**config.mk**
```make
export PLATFORM = sky130hd
export DESIGN_NAME = ebus_cs_ctrl
export DESIGN_NICKNAME = d
export VERILOG_FILES = /design/src/rtl/ebus_pkg.sv /design/src/rtl/ebus_cfg.sv /design/src/rtl/ebus_win.sv /design/src/rtl/ebus_seq.sv /design/src/rtl/ebus_cs_ctrl.sv
export SDC_FILE = /design/constraint.sdc
export NUM_CORES = 1
export LEC_CHECK = 0
export BUFFER_PORTS_ARGS = -buffer_cell sky130_fd_sc_hd__buf_4
export CAP_MARGIN = 10
export CORE_MARGIN = 2
export CORE_UTILIZATION = 41
export CTS_CLUSTER_DIAMETER = 50
export DETAILED_ROUTE_END_ITERATION = 10
export GPL_TIMING_DRIVEN = 0
export PLACE_DENSITY = 0.63
export SLEW_MARGIN = 20
export SYNTH_ARGS = -nofsm -noshare
export SYNTH_HDL_FRONTEND = slang
export SYNTH_SLANG_ARGS = --single-unit
```
**constraint.sdc**
```tcl
create_clock -name clk -period 4.25 [get_ports clk]
set_clock_uncertainty 0.15 [all_clocks]
set_input_delay 0.85 -clock clk [delete_from_list [all_inputs] [get_ports clk]]
set_output_delay 0.85 -clock clk [all_outputs]
set_load 0.1 [all_outputs]
```
**src/rtl/ebus_pkg.sv**
```systemverilog
package ebus_pkg;

  typedef enum logic [1:0] {
    ST_IDLE  = 2'd0,
    ST_ADDR  = 2'd1,
    ST_SETUP = 2'd2,
    ST_DATA  = 2'd3
  } ebus_st_e;

  // configuration slot numbers
  localparam logic [1:0] SLOT_BASE = 2'd0;
  localparam logic [1:0] SLOT_MASK = 2'd1;
  localparam logic [1:0] SLOT_CTL  = 2'd2;

  // field positions inside the slots
  localparam int MSK_VALID_BIT = 0;
  localparam int CTL_SETUP_LSB = 0;
  localparam int CTL_WAIT_LSB  = 4;
  localparam int CTL_BR_BIT    = 8;
  localparam int CTL_BW_BIT    = 9;

  localparam int BEAT_W = 3;

  function automatic logic [BEAT_W-1:0] size_to_beats(input logic [1:0] sz);
    case (sz)
      2'd0:    return BEAT_W'(1);
      2'd1:    return BEAT_W'(2);
      default: return BEAT_W'(4);
    endcase
  endfunction

endpackage

```
**src/rtl/ebus_cfg.sv**
```systemverilog
module ebus_cfg
  import ebus_pkg::*;
#(
  parameter int DW      = 32,
  parameter int SETUP_W = 2,
  parameter int WAIT_W  = 4
) (
  input  logic               clk,
  input  logic               rst,
  input  logic               cfg_we,
  input  logic [1:0]         cfg_sel,
  input  logic [DW-1:0]      cfg_wdata,
  output logic [DW-1:0]      base,
  output logic [DW-1:0]      mask,
  output logic               valid,
  output logic [SETUP_W-1:0] setup,
  output logic [WAIT_W-1:0]  waits,
  output logic               burst_rd,
  output logic               burst_wr
);
  localparam int HW = DW / 2;

  logic [HW-1:0] mfield_q;

  always_ff @(posedge clk) begin
    if (rst) begin
      base     <= '0;
      mfield_q <= '0;
      valid    <= 1'b0;
      setup    <= '0;
      waits    <= '0;
      burst_rd <= 1'b0;
      burst_wr <= 1'b0;
    end else if (cfg_we) begin
      case (cfg_sel)
        SLOT_BASE: base <= cfg_wdata;
        SLOT_MASK: begin
          mfield_q <= cfg_wdata[DW-1:HW];
          valid    <= cfg_wdata[MSK_VALID_BIT];
        end
        SLOT_CTL: begin
          setup    <= cfg_wdata[CTL_SETUP_LSB +: SETUP_W];
          waits    <= cfg_wdata[CTL_WAIT_LSB +: WAIT_W];
          burst_rd <= cfg_wdata[CTL_BR_BIT];
          burst_wr <= cfg_wdata[CTL_BW_BIT];
        end
        default: ;
      endcase
    end
  end

  // low half is always a don't-care
  assign mask = {mfield_q, {HW{1'b1}}};

endmodule

```
**src/rtl/ebus_win.sv**
```systemverilog
module ebus_win #(
  parameter int DW = 32
) (
  input  logic [DW-1:0] addr,
  input  logic [DW-1:0] base,
  input  logic [DW-1:0] mask,
  input  logic          valid,
  output logic          hit
);
  assign hit = valid && (((addr ^ base) & ~mask) == '0);
endmodule

```
**src/rtl/ebus_seq.sv**
```systemverilog
module ebus_seq
  import ebus_pkg::*;
#(
  parameter int DW      = 32,
  parameter int SETUP_W = 2,
  parameter int WAIT_W  = 4
) (
  input  logic               clk,
  input  logic               rst,
  input  logic               req_valid,
  input  logic               req_write,
  input  logic [1:0]         req_size,
  input  logic [DW-1:0]      req_addr,
  input  logic [DW-1:0]      req_wdata,
  input  logic               win_hit,
  input  logic [SETUP_W-1:0] cfg_setup,
  input  logic [WAIT_W-1:0]  cfg_wait,
  input  logic               cfg_br,
  input  logic               cfg_bw,
  input  logic [DW-1:0]      bus_ad_in,
  output logic               busy,
  output logic               rsp_done,
  output logic               rsp_err,
  output logic [DW-1:0]      rsp_rdata,
  output logic [DW-1:0]      bus_ad_out,
  output logic               bus_ad_oe,
  output logic               bus_ale,
  output logic               bus_cs_n,
  output logic               bus_rw,
  output logic               bus_oe_n
);
  localparam int BYTES = DW / 8;
  localparam int CNT_W = (SETUP_W > WAIT_W) ? SETUP_W : WAIT_W;

  ebus_st_e          st_q, st_n;
  logic [CNT_W-1:0]  cnt_q, cnt_n;
  logic [DW-1:0]     addr_q, addr_n, sh_q, sh_n, rd_q, rd_n;
  logic [BEAT_W-1:0] left_q, left_n, nb;
  logic              wr_q, wr_n, bst_q, bst_n, done_n, err_n;

  assign nb = size_to_beats(req_size);

  always_comb begin
    st_n   = st_q;
    cnt_n  = cnt_q;
    addr_n = addr_q;
    sh_n   = sh_q;
    rd_n   = rd_q;
    left_n = left_q;
    wr_n   = wr_q;
    bst_n  = bst_q;
    done_n = 1'b0;
    err_n  = 1'b0;
    case (st_q)
      ST_IDLE: if (req_valid) begin
        if (win_hit) begin
          wr_n   = req_write;
          addr_n = req_addr;
          left_n = nb;
          sh_n   = req_wdata << (8 * (BYTES - int'(nb)));
          rd_n   = '0;
          bst_n  = (nb != BEAT_W'(1)) && (req_write ? cfg_bw : cfg_br);
          cnt_n  = '0;
          st_n   = ST_ADDR;
        end else begin
          err_n = 1'b1;
        end
      end
      ST_ADDR: begin
        cnt_n = '0;
        st_n  = (cfg_setup == '0) ? ST_DATA : ST_SETUP;
      end
      ST_SETUP: begin
        if ((cnt_q + CNT_W'(1)) == CNT_W'(cfg_setup)) begin
          cnt_n = '0;
          st_n  = ST_DATA;
        end else begin
          cnt_n = cnt_q + CNT_W'(1);
        end
      end
      ST_DATA: begin
        if (cnt_q == CNT_W'(cfg_wait)) begin
          cnt_n  = '0;
          rd_n   = {rd_q[DW-9:0], bus_ad_in[DW-1 -: 8]};
          sh_n   = sh_q << 8;
          addr_n = addr_q + DW'(1);
          if (left_q == BEAT_W'(1)) begin
            st_n   = ST_IDLE;
            done_n = 1'b1;
          end else begin
            left_n = left_q - BEAT_W'(1);
            st_n   = bst_q ? ST_DATA : ST_ADDR;
          end
        end else begin
          cnt_n = cnt_q + CNT_W'(1);
        end
      end
      default: st_n = ST_IDLE;
    endcase
  end

  always_ff @(posedge clk) begin
    if (rst) begin
      st_q       <= ST_IDLE;
      cnt_q      <= '0;
      addr_q     <= '0;
      sh_q       <= '0;
      rd_q       <= '0;
      left_q     <= '0;
      wr_q       <= 1'b0;
      bst_q      <= 1'b0;
      rsp_done   <= 1'b0;
      rsp_err    <= 1'b0;
      bus_ale    <= 1'b0;
      bus_cs_n   <= 1'b1;
      bus_oe_n   <= 1'b1;
      bus_rw     <= 1'b1;
      bus_ad_oe  <= 1'b0;
      bus_ad_out <= '0;
    end else begin
      st_q      <= st_n;
      cnt_q     <= cnt_n;
      addr_q    <= addr_n;
      sh_q      <= sh_n;
      rd_q      <= rd_n;
      left_q    <= left_n;
      wr_q      <= wr_n;
      bst_q     <= bst_n;
      rsp_done  <= done_n;
      rsp_err   <= err_n;
      // strobes decoded from the next state so they leave a flop
      bus_ale   <= (st_n == ST_ADDR);
      bus_cs_n  <= (st_n != ST_DATA);
      bus_oe_n  <= !((st_n == ST_DATA) && !wr_n);
      bus_rw    <= (st_n == ST_IDLE) ? 1'b1 : !wr_n;
      bus_ad_oe <= (st_n == ST_ADDR) || (st_n == ST_SETUP) ||
                   ((st_n == ST_DATA) && wr_n);
      if ((st_n == ST_ADDR) || (st_n == ST_SETUP))
        bus_ad_out <= addr_n;
      else if ((st_n == ST_DATA) && wr_n)
        bus_ad_out <= {sh_n[DW-1 -: 8], {(DW-8){1'b0}}};
      else
        bus_ad_out <= '0;
    end
  end

  assign busy      = (st_q != ST_IDLE);
  assign rsp_rdata = rd_q;

  // in a burst, chip select is held until the access completes
  a_r7_burst_cs_held: assert property (@(posedge clk) disable iff (rst)
    (bst_q && !bus_cs_n) |=> (!bus_cs_n || rsp_done));

  // the address phase never overlaps chip select
  a_r6_ale_cs_apart: assert property (@(posedge clk) disable iff (rst)
    bus_ale |-> bus_cs_n);

  // ALE lasts a single clock
  a_r12_ale_one_clk: assert property (@(posedge clk) disable iff (rst)
    bus_ale |=> !bus_ale);

  // OE only in read data clocks, lines released
  a_r12_oe_read_only: assert property (@(posedge clk) disable iff (rst)
    !bus_oe_n |-> (bus_rw && !bus_cs_n && !bus_ad_oe));

  // direction steady across an access
  a_r12_rw_steady: assert property (@(posedge clk) disable iff (rst)
    (busy && $past(busy)) |-> $stable(bus_rw));

  // rejection leaves the bus quiet
  a_r3_err_quiet: assert property (@(posedge clk) disable iff (rst)
    rsp_err |-> (!busy && bus_cs_n && !bus_ale));

  // completion and rejection never coincide
  a_r11_done_err_apart: assert property (@(posedge clk) disable iff (rst)
    !(rsp_done && rsp_err));

endmodule

```
**src/rtl/ebus_cs_ctrl.sv**
```systemverilog
module ebus_cs_ctrl #(
  parameter int DW      = 32,
  parameter int SETUP_W = 2,
  parameter int WAIT_W  = 4
) (
  input  logic          clk,
  input  logic          rst,
  input  logic          cfg_we,
  input  logic [1:0]    cfg_sel,
  input  logic [DW-1:0] cfg_wdata,
  input  logic          req_valid,
  input  logic          req_write,
  input  logic [1:0]    req_size,
  input  logic [DW-1:0] req_addr,
  input  logic [DW-1:0] req_wdata,
  output logic          busy,
  output logic          rsp_done,
  output logic          rsp_err,
  output logic [DW-1:0] rsp_rdata,
  output logic [DW-1:0] bus_ad_out,
  output logic          bus_ad_oe,
  input  logic [DW-1:0] bus_ad_in,
  output logic          bus_ale,
  output logic          bus_cs_n,
  output logic          bus_rw,
  output logic          bus_oe_n
);
  logic [DW-1:0]      base, mask;
  logic               valid, hit, br, bw;
  logic [SETUP_W-1:0] setup;
  logic [WAIT_W-1:0]  waits;

  ebus_cfg #(.DW(DW), .SETUP_W(SETUP_W), .WAIT_W(WAIT_W)) u_cfg (
    .clk(clk), .rst(rst), .cfg_we(cfg_we), .cfg_sel(cfg_sel),
    .cfg_wdata(cfg_wdata), .base(base), .mask(mask), .valid(valid),
    .setup(setup), .waits(waits), .burst_rd(br), .burst_wr(bw)
  );

  ebus_win #(.DW(DW)) u_win (
    .addr(req_addr), .base(base), .mask(mask), .valid(valid), .hit(hit)
  );

  ebus_seq #(.DW(DW), .SETUP_W(SETUP_W), .WAIT_W(WAIT_W)) u_seq (
    .clk(clk), .rst(rst), .req_valid(req_valid), .req_write(req_write),
    .req_size(req_size), .req_addr(req_addr), .req_wdata(req_wdata),
    .win_hit(hit), .cfg_setup(setup), .cfg_wait(waits), .cfg_br(br),
    .cfg_bw(bw), .bus_ad_in(bus_ad_in), .busy(busy), .rsp_done(rsp_done),
    .rsp_err(rsp_err), .rsp_rdata(rsp_rdata), .bus_ad_out(bus_ad_out),
    .bus_ad_oe(bus_ad_oe), .bus_ale(bus_ale), .bus_cs_n(bus_cs_n),
    .bus_rw(bus_rw), .bus_oe_n(bus_oe_n)
  );

endmodule

```
==> results of run 1 <==
## worst max path at each step
stage	from	endpoint	slack, ns	cells after the start
floorplan	req_addr[16]	u_seq.bus_ad_out[27]	0.49	10
global placement	req_addr[31]	u_seq.bus_ad_out[31]	-0.59	12
global route	req_addr[16]	u_seq.bus_ad_out[31]	-0.006	11
CTS	req_addr[16]	u_seq.bus_ad_out[24]	0.08	12
detailed placement	req_addr[16]	u_seq.bus_ad_out[24]	-0.56	12
finish	req_addr[16]	u_seq.bus_ad_out[24]	0.06	11
## synthesized netlist by cell type (3+ instances only)
cell and n:
and2_1 29, buf_2 7, nand3_1 51, nand4_1 13, o2bb2ai_1 4, a32oi_1 4, inv_1 20, o21ai_0 49
clkbuf_1 55, a211oi_1 12, xor2_1 5, nor2b_1 7, buf_1 3, a41oi_1 4, or4_1 3, nand3b_1 4
a31oi_1 10, a22oi_1 9, mux2i_1 20, mux2_2 4, dfxtp_1 187, or4_4 3, buf_6 4, a22o_1 5
a222oi_1 13, buf_4 3, o22ai_1 15, nor2_1 98, xnor2_1 25, a221oi_1 11, a21oi_1 95, a221o_1 3
nor3_1 13, and3_1 10, nand2_1 153, nor4_1 8, ha_1 11, a311oi_1 3
## through the flow
step                std cells  setup TNS, ns  power (mW)  utilization  setup slack (ns)
CTS                      1492              0        4.34        0.527            0.0806
finish                   1492              0        4.34        0.528            0.0562
floorplan                1014              0        2.47            -             0.486
detailed placement       1460         -12.42        2.83        0.499            -0.555
global placement         1460         -13.80        2.82        0.499            -0.586
global route             1492       -0.00574        4.52        0.528          -0.00574
## worst register-to-register path: cells and delay by family, from the launching register on
family          cells  cell delay (ns)
compound gates      3             0.65
xor+xnor            1             0.16
fa+ha+maj           1             0.31
buf+inv             2             0.62
flops               1             0.33
simple gates        3             1.68
## kinds of logic (layout without fill, tap and decap cells)
family                     count (synthesis)  in the layout  synth area share
and+or+nand+nor                          413            413             0.234
muxes                                     24             24            0.0293
adders and majority gates                 11             11            0.0164
DFF                                      187            187             0.447
buffers and inverters                     94            302            0.0481
xor gates and xnor gates                  30             30            0.0314
AOI/OAI and AO/OA                        255            255             0.194
## what timing repair did
item                                    in CTS  in global routing
pin swaps                                    0                  0
endpoints found under the hold margin        0                  0
setup buffers                                0                  0
gates resized for setup                      3                  5
endpoints found under the setup margin      21                 20
## layout make-up
type	count	area, um^2	share of cell area
multi-input cells	733	4260	0.401
flip-flops and latches	187	3740	0.353
repair buffers	176	1320	0.124
clock buffers	17	425	0.0401
well taps	270	338	0.0318
plain buffers	72	324	0.0305
clock inverters	15	128	0.0120
inverters	22	82.6	0.00778
## layer usage
layer | part of all wire | up-vias | routed length [um]
met5 | 0 | - | 0
met4 | 0.027 | 0 | 727
met3 | 0.078 | 50 | 2130
met2 | 0.46 | 371 | 12600
met1 | 0.43 | 3918 | 11900
li1 | - | 3981 | -
## sequential cells by signal, indices dropped and copies added, names as in the netlist, 3 cells and up
| name | flops |
|---|---|
| u_seq.addr_q | 32 |
| u_seq.bus_ad_out | 32 |
| u_seq.rsp_rdata | 32 |
| u_seq.sh_q | 32 |
| u_cfg.base | 16 |
| u_cfg.mfield_q | 16 |
| u_cfg.waits | 4 |
| u_seq.cnt_q | 4 |
| u_seq.left_q | 3 |
## where the power goes
group / total (mW) / switching [mW] / internal, mW / leakage [nW]
sequential: 1.88 / 0.0455 / 1.84 / 1.51
combinational: 0.924 / 0.659 / 0.265 / 2.31
clock: 1.53 / 0.762 / 0.772 / 0.279
total: 4.34 / 1.47 / 2.87 / 4.09
==> results.rst, run 1 <==
.. list-table::
   :header-rows: 1

   * - Metric
     - Value
   * - Most common cell after layout, fill and taps aside
     - dfxtp_1
   * - Leakage power
     - 4.09 nW
   * - Period utilization
     - 0.987
   * - Starting utilization of the core area
     - 0.416
   * - Final worst path period need
     - 4.19 ns
   * - Final Hold Fails
     - 0
   * - Clock tree from TritonCTS
     - yes
   * - Number of nets still failing antenna checks after routing
     - 0
   * - DP Area
     - 10000 um^2
   * - Number of storage elements in the synthesis netlist
     - 187
   * - Crit. End Element
     - flop
   * - Kind of cell adding the most delay to the critical path
     - simple AND/OR/NAND/NOR gates
   * - Power per standard cell area
     - 409 nW/um^2
   * - Capture endpoint of the worst hold path
     - u_cfg.mfield_q[14]
   * - Initial DRC Count
     - 890
   * - Area of the core
     - 20100 um^2
   * - Status
     - complete, no violations
   * - GRT met2 Usage
     - 0.409
   * - Summed instance area of the synthesized netlist
     - 8370 um^2
   * - Total vias in the final route
     - 8320
   * - Floorplan die area
     - 21600 um^2
   * - Setup repair after global routing missed its margin
     - true
   * - Pin count of the biggest net entering global routing
     - 19
   * - Total clock buffers created by CTS
     - 17
   * - Buffers from clock root to sink, at most
     - 2
   * - Met3 capacity usage during global routing
     - 0.0432
   * - Highest-delay cell along the critical path
     - or4_4
   * - Worst Hold Depth
     - 2
   * - Clock-pin slew on the worst setup and hold paths
     - 0.07 ns
   * - Layout fillers
     - 1949
   * - Pre-antenna DRT Iters
     - 5
   * - Startpoint of the worst register-to-register path
     - u_cfg.base[16]
   * - Cell taking the most area after synthesis
     - dfxtp_1
   * - Clock insertion delay at the later pin of the skew report
     - 0.45 ns
   * - Async set-reset flop share out of synthesis
     - 0
   * - Sort of element at the start of the critical path
     - input port
   * - Via count of the first global-routing pass
     - 7847
   * - Number of unique standard cell types used by synthesis
     - 70
   * - Transition at the pin with the smallest max-transition slack
     - 1.10 ns
   * - Count of buffers from port buffering
     - 176
   * - Required @ worst endpoint
     - 4.45 ns
   * - Maximum resistive drop on vdd
     - 0.285 mV
   * - I/O pin cnt
     - 209
   * - Worst path arrival time
     - 4.39 ns
   * - Sequential cell area fraction in the yosys report
     - 0.447
   * - Fmax
     - 238 MHz
   * - Placement row count
     - 52
   * - Die boundary width
     - 147 um
   * - Final non-filler cell area
     - 10600 um^2
   * - Die height
     - 147 um
   * - EDFF count, synth
     - 0
   * - Remaining max-slew budget at the tightest pin
     - 0.264
   * - Count of max-cap constraint violations
     - 0
   * - NumNets Final
     - 1357
   * - Warnings, synthesis
     - 0
   * - CTS H-tree lvls
     - 4
   * - Origin of the worst min-delay path
     - u_cfg.mfield_q[14]
   * - Via density
     - 5.58
   * - CTS sink count
     - 187
   * - Share of Yosys cell area claimed by the top area cell type
     - 0.447
   * - Area growth, synth to finish
     - 26.9%
   * - Setup slack, reg-to-reg
     - 0.26 ns
   * - Final count of negative-setup-slack endpoints
     - 0
   * - Initial antenna violation count
     - 0
   * - Met1 Usage GRT
     - 0.341
   * - Dominant register cell in the synthesized netlist
     - dfxtp_1
   * - Commonest cells after routing, fill and taps aside
     - dfxtp_1, buf_4, nand2_1, nor2_1, a21oi_1
   * - Critical path start-end classification
     - input port to flop
   * - Worst-case reg-to-reg path depth
     - 10
   * - Routed WL per cell
     - 18.4 um
   * - Kind of path behind the tightest hold check
     - flop to flop
   * - Worst path cell trace
     - buf_4 > xnor2_1 > o22ai_1 > or4_4 > nor4_4 > clkbuf_2 > o22a_1 > ha_1 > or4b_1 > buf_2 > o2bb2ai_1
   * - Minimum hold slack
     - 0.309 ns
   * - Post-synthesis net count
     - 1162
   * - Most used routing layer
     - met2
   * - Global-route wire length before repair
     - 42700 um
   * - Max FO, Critical Path
     - 10
   * - Final weighted congestion of routability-driven global placement
     - 0.884
   * - GRT Total Usage
     - 0.254
   * - Half-perimeter wire length after placement
     - 20500 um
   * - Cell types with the largest area share after synthesis
     - dfxtp_1, nand2_1, a21oi_1
   * - Fraction of final layout cells sized beyond drive strength 1
     - 0.201
   * - Final number of max-transition violations
     - 0
   * - Post-cts hold buffer count
     - 0
   * - Largest stage delay, worst path
     - 0.60 ns
   * - ANT cells
     - 0
   * - Post-Synthesis Mean Instance Area
     - 8.25 um^2
   * - Worst flop-to-flop path endpoint
     - u_seq.bus_ad_out[24]
   * - Total wire length
     - 27400 um
   * - Global route overflow
     - 0
   * - Bufs and invs on worst path
     - 3
   * - Root Buffer
     - clkbuf_16
   * - Detailed-route DRC error count
     - 0
   * - Number of instances in the synthesized netlist
     - 1014
Note: power is estimated with default switching activity, not from simulation.
==> run 2: changes to the inputs <==
- clock period: 4.25 -> 5.1 ns (I/O delays scaled with it)
==> results.rst, run 2 (synthesis results as in run 1) <==
.. list-table::
   :header-rows: 1

   * - Metric
     - Value
   * - Status
     - complete, no violations
   * - Fraction of final layout cells sized beyond drive strength 1
     - 0.196
   * - Final count of negative-setup-slack endpoints
     - 0
   * - CTS H-tree lvls
     - 4
   * - Kind of path behind the tightest hold check
     - flop to flop
   * - Global-route wire length before repair
     - 42700 um
   * - CTS sink count
     - 187
   * - Resize count post-CTS
     - 0
   * - Number of nets still failing antenna checks after routing
     - 0
   * - Final worst path period need
     - 4.68 ns
   * - Half-perimeter wire length after placement
     - 20500 um
   * - Sort of element at the start of the critical path
     - input port
   * - Die boundary width
     - 147 um
   * - Floorplan die area
     - 21600 um^2
   * - ANT cells
     - 0
   * - Final Hold Fails
     - 0
   * - Maximum resistive drop on vdd
     - 0.236 mV
   * - Initial DRC Count
     - 833
   * - Total wire length
     - 27400 um
   * - Routed WL per cell
     - 18.4 um
   * - DP Area
     - 10000 um^2
   * - Detailed-route DRC error count
     - 0
   * - Starting utilization of the core area
     - 0.416
   * - Minimum hold slack
     - 0.308 ns
   * - Area of the core
     - 20100 um^2
   * - NumNets Final
     - 1357
   * - Power per standard cell area
     - 341 nW/um^2
   * - Period utilization
     - 0.918
   * - Max FO, Critical Path
     - 10
   * - Pin count of the biggest net entering global routing
     - 19
   * - Remaining max-slew budget at the tightest pin
     - 0.257
   * - Via density
     - 5.55
   * - Total clock buffers created by CTS
     - 17
   * - Post-cts hold buffer count
     - 0
   * - Crit. End Element
     - flop
   * - GRT Total Usage
     - 0.254
   * - Setup slack after placement
     - 0.125 ns
   * - Accumulated negative setup slack
     - 0 ns
   * - Global route overflow
     - 0
   * - I/O pin cnt
     - 209
   * - Die height
     - 147 um
   * - Fmax
     - 214 MHz
   * - Commonest cells after routing, fill and taps aside
     - dfxtp_1, buf_4, nand2_1, nor2_1, a21oi_1
   * - Post-CTS setup repair buffer count
     - 0
   * - Placement row count
     - 52
   * - Final non-filler cell area
     - 10600 um^2
   * - Clock-pin slew on the worst setup and hold paths
     - 0.07 ns
   * - Total vias in the final route
     - 8279
   * - Via count of the first global-routing pass
     - 7848
   * - Pre-antenna DRT Iters
     - 6
   * - Count of buffers from port buffering
     - 176
   * - Clock tree from TritonCTS
     - yes
   * - Most common cell after layout, fill and taps aside
     - dfxtp_1
   * - Worst path arrival time
     - 4.82 ns
   * - Setup repair after global routing missed its margin
     - false
   * - Initial antenna violation count
     - 0
   * - Leakage power
     - 4.08 nW
   * - Final number of max-transition violations
     - 0
   * - Area growth, synth to finish
     - 26.6%
   * - Clock insertion delay at the later pin of the skew report
     - 0.45 ns
   * - Count of max-cap constraint violations
     - 0
   * - Critical path start-end classification
     - input port to flop
   * - Final weighted congestion of routability-driven global placement
     - 0.884
   * - Root Buffer
     - clkbuf_16
   * - Buffers from clock root to sink, at most
     - 2
   * - Post-layout worst setup margin
     - 0.421 ns
   * - Required @ worst endpoint
     - 5.24 ns
   * - Transition at the pin with the smallest max-transition slack
     - 1.11 ns
==> run 2: cell counts in the layout (fill, tap and decap cells not counted) <==
No cell type changed its count.
==> run 2: cell type report <==
cell class | instances | area (um^2)
Inverter | 22 | 82.6
Multi-Input combinational cell | 733 | 4240
Tap cell | 270 | 338
Fill cell | 1953 | 9510
Clock buffer | 17 | 425
Clock inverter | 15 | 128
Sequential cell | 187 | 3740
Buffer | 72 | 320
Timing Repair Buffer | 176 | 1320
==> run 2: where the power goes <==
part	switching (mW)	total, mW	internal, mW	leakage [nW]
Clock	0.634	1.28	0.643	0.279
Combinational	0.548	0.768	0.220	2.30
Sequential	0.0381	1.57	1.53	1.51
==> run 2: metal layers <==
metal	wire length (um)	GRT usage	vias up
li1	-	-	3983
met1	11800	0.341	3870
met3	2170	0.0432	49
met2	12700	0.409	377
met4	713	0.100	0
met5	0	0	-
==> run 2: path summary, 6_finish.rpt <==
path                         endpoint  slack, ns  depth (start not counted)      startpoint
hold reg to reg         u_seq.sh_q[7]       0.31                          2   u_seq.sh_q[7]
setup reg to reg  u_seq.bus_ad_out[1]       0.80                         10  u_cfg.base[16]
setup / recovery  u_seq.bus_ad_out[1]       0.42                         11    req_addr[16]
hold / removal          u_seq.sh_q[7]       0.31                          2   u_seq.sh_q[7]
==> run 2: critical path, cell delays in order <==
cell and delay, ns:
buf_4 0.14, xnor2_1 0.14, o22ai_1 0.13, or4_4 0.60, nor4_4 0.55, clkbuf_1 0.59, o22a_1 0.32, ha_1 0.31
nand2_1 0.24, clkbuf_1 0.60, nor2_1 0.16
==> run 2: metrics by stage <==
stage,power (mW),instances,utilization
finish,3.61,1492,0.527
floorplan,2.06,1014,-
global route,3.76,1492,0.527
CTS,3.62,1492,0.526
global placement,2.35,1460,0.499
detailed placement,2.36,1460,0.499
==> run 3: changes to the inputs <==
- BUFFER_PORTS_ARGS: -buffer_cell sky130_fd_sc_hd__buf_4 -> default
- DONT_BUFFER_PORTS: default -> 1
- PLACE_DENSITY: 0.63 -> 0.54
==> results.rst, run 3 (synthesis results as in run 1) <==
.. list-table::
   :header-rows: 1

   * - Metric
     - Value
   * - Max FO, Critical Path
     - 10
   * - Floorplan die area
     - 21600 um^2
   * - Remaining max-slew budget at the tightest pin
     - 0.307
   * - Area of the core
     - 20100 um^2
   * - Via density
     - 5.77
   * - GRT Total Usage
     - 0.253
   * - Clock share of power
     - 0.379
   * - Maximum resistive drop on vdd
     - 0.229 mV
   * - Post-cts hold buffer count
     - 0
   * - Worst-case reg-to-reg path depth
     - 11
   * - Final count of negative-setup-slack endpoints
     - 0
   * - Total wire length
     - 27300 um
   * - Clock-pin slew on the worst setup and hold paths
     - 0.07 ns
   * - Post-layout worst setup margin
     - 0.427 ns
   * - Count of max-cap constraint violations
     - 0
   * - Die boundary width
     - 147 um
   * - Post-CTS setup repair buffer count
     - 0
   * - NumNets Final
     - 1181
   * - Critical path start-end classification
     - input port to flop
   * - Resize count post-CTS
     - 0
   * - Cell Count Post-Placement
     - 1284
   * - Cell internal pwr
     - 2.39 mW
   * - Final Hold Fails
     - 0
   * - Kind of path behind the tightest hold check
     - flop to flop
   * - Worst path arrival time
     - 4.87 ns
   * - Final weighted congestion of routability-driven global placement
     - 0.888
   * - Setup slack, reg-to-reg
     - 0.65 ns
   * - Count of buffers from port buffering
     - 0
   * - Half-perimeter wire length after placement
     - 20300 um
   * - Commonest cells after routing, fill and taps aside
     - dfxtp_1, nand2_1, nor2_1, a21oi_1, clkbuf_1
   * - Fraction of final layout cells sized beyond drive strength 1
     - 0.0621
   * - Die height
     - 147 um
   * - CTS H-tree lvls
     - 4
   * - Power per standard cell area
     - 387 nW/um^2
   * - Total clock buffers created by CTS
     - 17
   * - Initial DRC Count
     - 509
   * - CTS sink count
     - 187
   * - Most common cell after layout, fill and taps aside
     - dfxtp_1
   * - Capture endpoint of the worst hold path
     - u_seq.sh_q[2]
   * - Final Power
     - 3.61 mW
   * - Worst flop-to-flop path endpoint
     - u_seq.bus_ad_out[24]
   * - Setup slack after placement
     - 0.000391 ns
   * - Routed WL per cell
     - 20.7 um
   * - Via count of the first global-routing pass
     - 7265
   * - Transition at the pin with the smallest max-transition slack
     - 1.04 ns
   * - Sequential cell area
     - 3740 um^2
   * - Status
     - complete, no violations
   * - Buffers from clock root to sink, at most
     - 2
   * - Part of the total power dissipated in sequential elements
     - 0.450
   * - Final number of max-transition violations
     - 0
   * - Period utilization
     - 0.916
   * - Combinational share of power
     - 0.171
   * - Detailed-route DRC error count
     - 0
   * - Total net switching power
     - 1.22 mW
   * - I/O pin cnt
     - 209
   * - Worst Hold Depth
     - 2
   * - Fmax
     - 214 MHz
   * - Area used by multi-input combinational logic
     - 4250 um^2
   * - Area growth, synth to finish
     - 11.5%
   * - Layout fillers
     - 2029
   * - Number of nets still failing antenna checks after routing
     - 0
   * - Root Buffer
     - clkbuf_16
   * - Startpoint of the worst register-to-register path
     - u_cfg.base[19]
   * - Clock insertion delay at the later pin of the skew report
     - 0.45 ns
   * - Sort of element at the start of the critical path
     - input port
   * - Placement row count
     - 52
   * - Core Util, Final
     - 0.464
   * - Sw Ratio
     - 0.337
   * - Origin of the worst min-delay path
     - u_seq.sh_q[2]
   * - Leakage power
     - 3.21 nW
   * - Starting utilization of the core area
     - 0.416
   * - Clock tree from TritonCTS
     - yes
   * - Total vias in the final route
     - 7603
   * - Pre-antenna DRT Iters
     - 6
   * - Global-route wire length before repair
     - 42000 um
   * - Required @ worst endpoint
     - 5.29 ns
   * - Initial antenna violation count
     - 0
   * - Global route overflow
     - 0
   * - Final worst path period need
     - 4.67 ns
   * - Count of placed standard cells in the final layout, fillers left out
     - 1317
   * - Crit. End Element
     - flop
   * - Pin count of the biggest net entering global routing
     - 20
   * - Setup repair after global routing missed its margin
     - false
-- run 3: worst max-delay path: stages --
cell and delay, ns:
xnor2_1 0.13, o22ai_1 0.14, or4_4 0.60, nor4_4 0.63, clkbuf_1 0.66, o22a_1 0.34
ha_1 0.26, inv_1 0.10, nor2_1 0.34, clkbuf_1 0.43, o2bb2ai_1 0.23
-- run 3: through the flow --
step	TNS [ns]	instance area, um^2	hold WS, ns
detailed placement	0	8710	0.295
global route	0	9330	0.326
finish	0	9330	0.306
CTS	0	9310	0.307
global placement	-0.0943	8710	0.292
floorplan	0	8370	0.282
-- run 3: worst max path at each step --
stage | from | endpoint | slack [ns] | cells past startpoint
after floorplan | req_addr[16] | u_seq.bus_ad_out[27] | 1.17 | 10
after global placement | req_addr[19] | u_seq.bus_ad_out[24] | -0.05 | 11
after detailed placement | req_addr[19] | u_seq.bus_ad_out[24] | 0.0004 | 11
after CTS | req_addr[19] | u_seq.bus_ad_out[24] | 0.44 | 11
after global routing | req_addr[16] | u_seq.bus_ad_out[24] | 0.13 | 11
final | req_addr[19] | u_seq.bus_ad_out[24] | 0.43 | 11
-- run 3: routing by layer --
layer  GRT usage  wire, um  vias up
li1            -         -     3648
met1       0.336     11800     3593
met2       0.391     12300      324
met3      0.0783      2590       38
met4      0.0859       638        0
met5           0         0        -
-- run 3: power by group through the flow --
stage / registers [mW] / logic [mW] / clock network [mW]
4_1_cts: 1.62 / 0.618 / 1.39
2_1_floorplan: 1.64 / 0.419 / 0
3_3_place_gp: 1.66 / 0.612 / 0
5_1_grt: 1.63 / 0.688 / 1.44
6_report: 1.62 / 0.616 / 1.37
3_5_place_dp: 1.66 / 0.616 / 0
-- run 3: layout make-up --
type / count / share of cell area
Tap cell: 270 / 0.0362
Multi-Input combinational cell: 733 / 0.455
Antenna cell: 1 / 0.000268
Buffer: 72 / 0.0343
Sequential cell: 187 / 0.401
Inverter: 22 / 0.00885
Clock buffer: 17 / 0.0456
Clock inverter: 15 / 0.0185
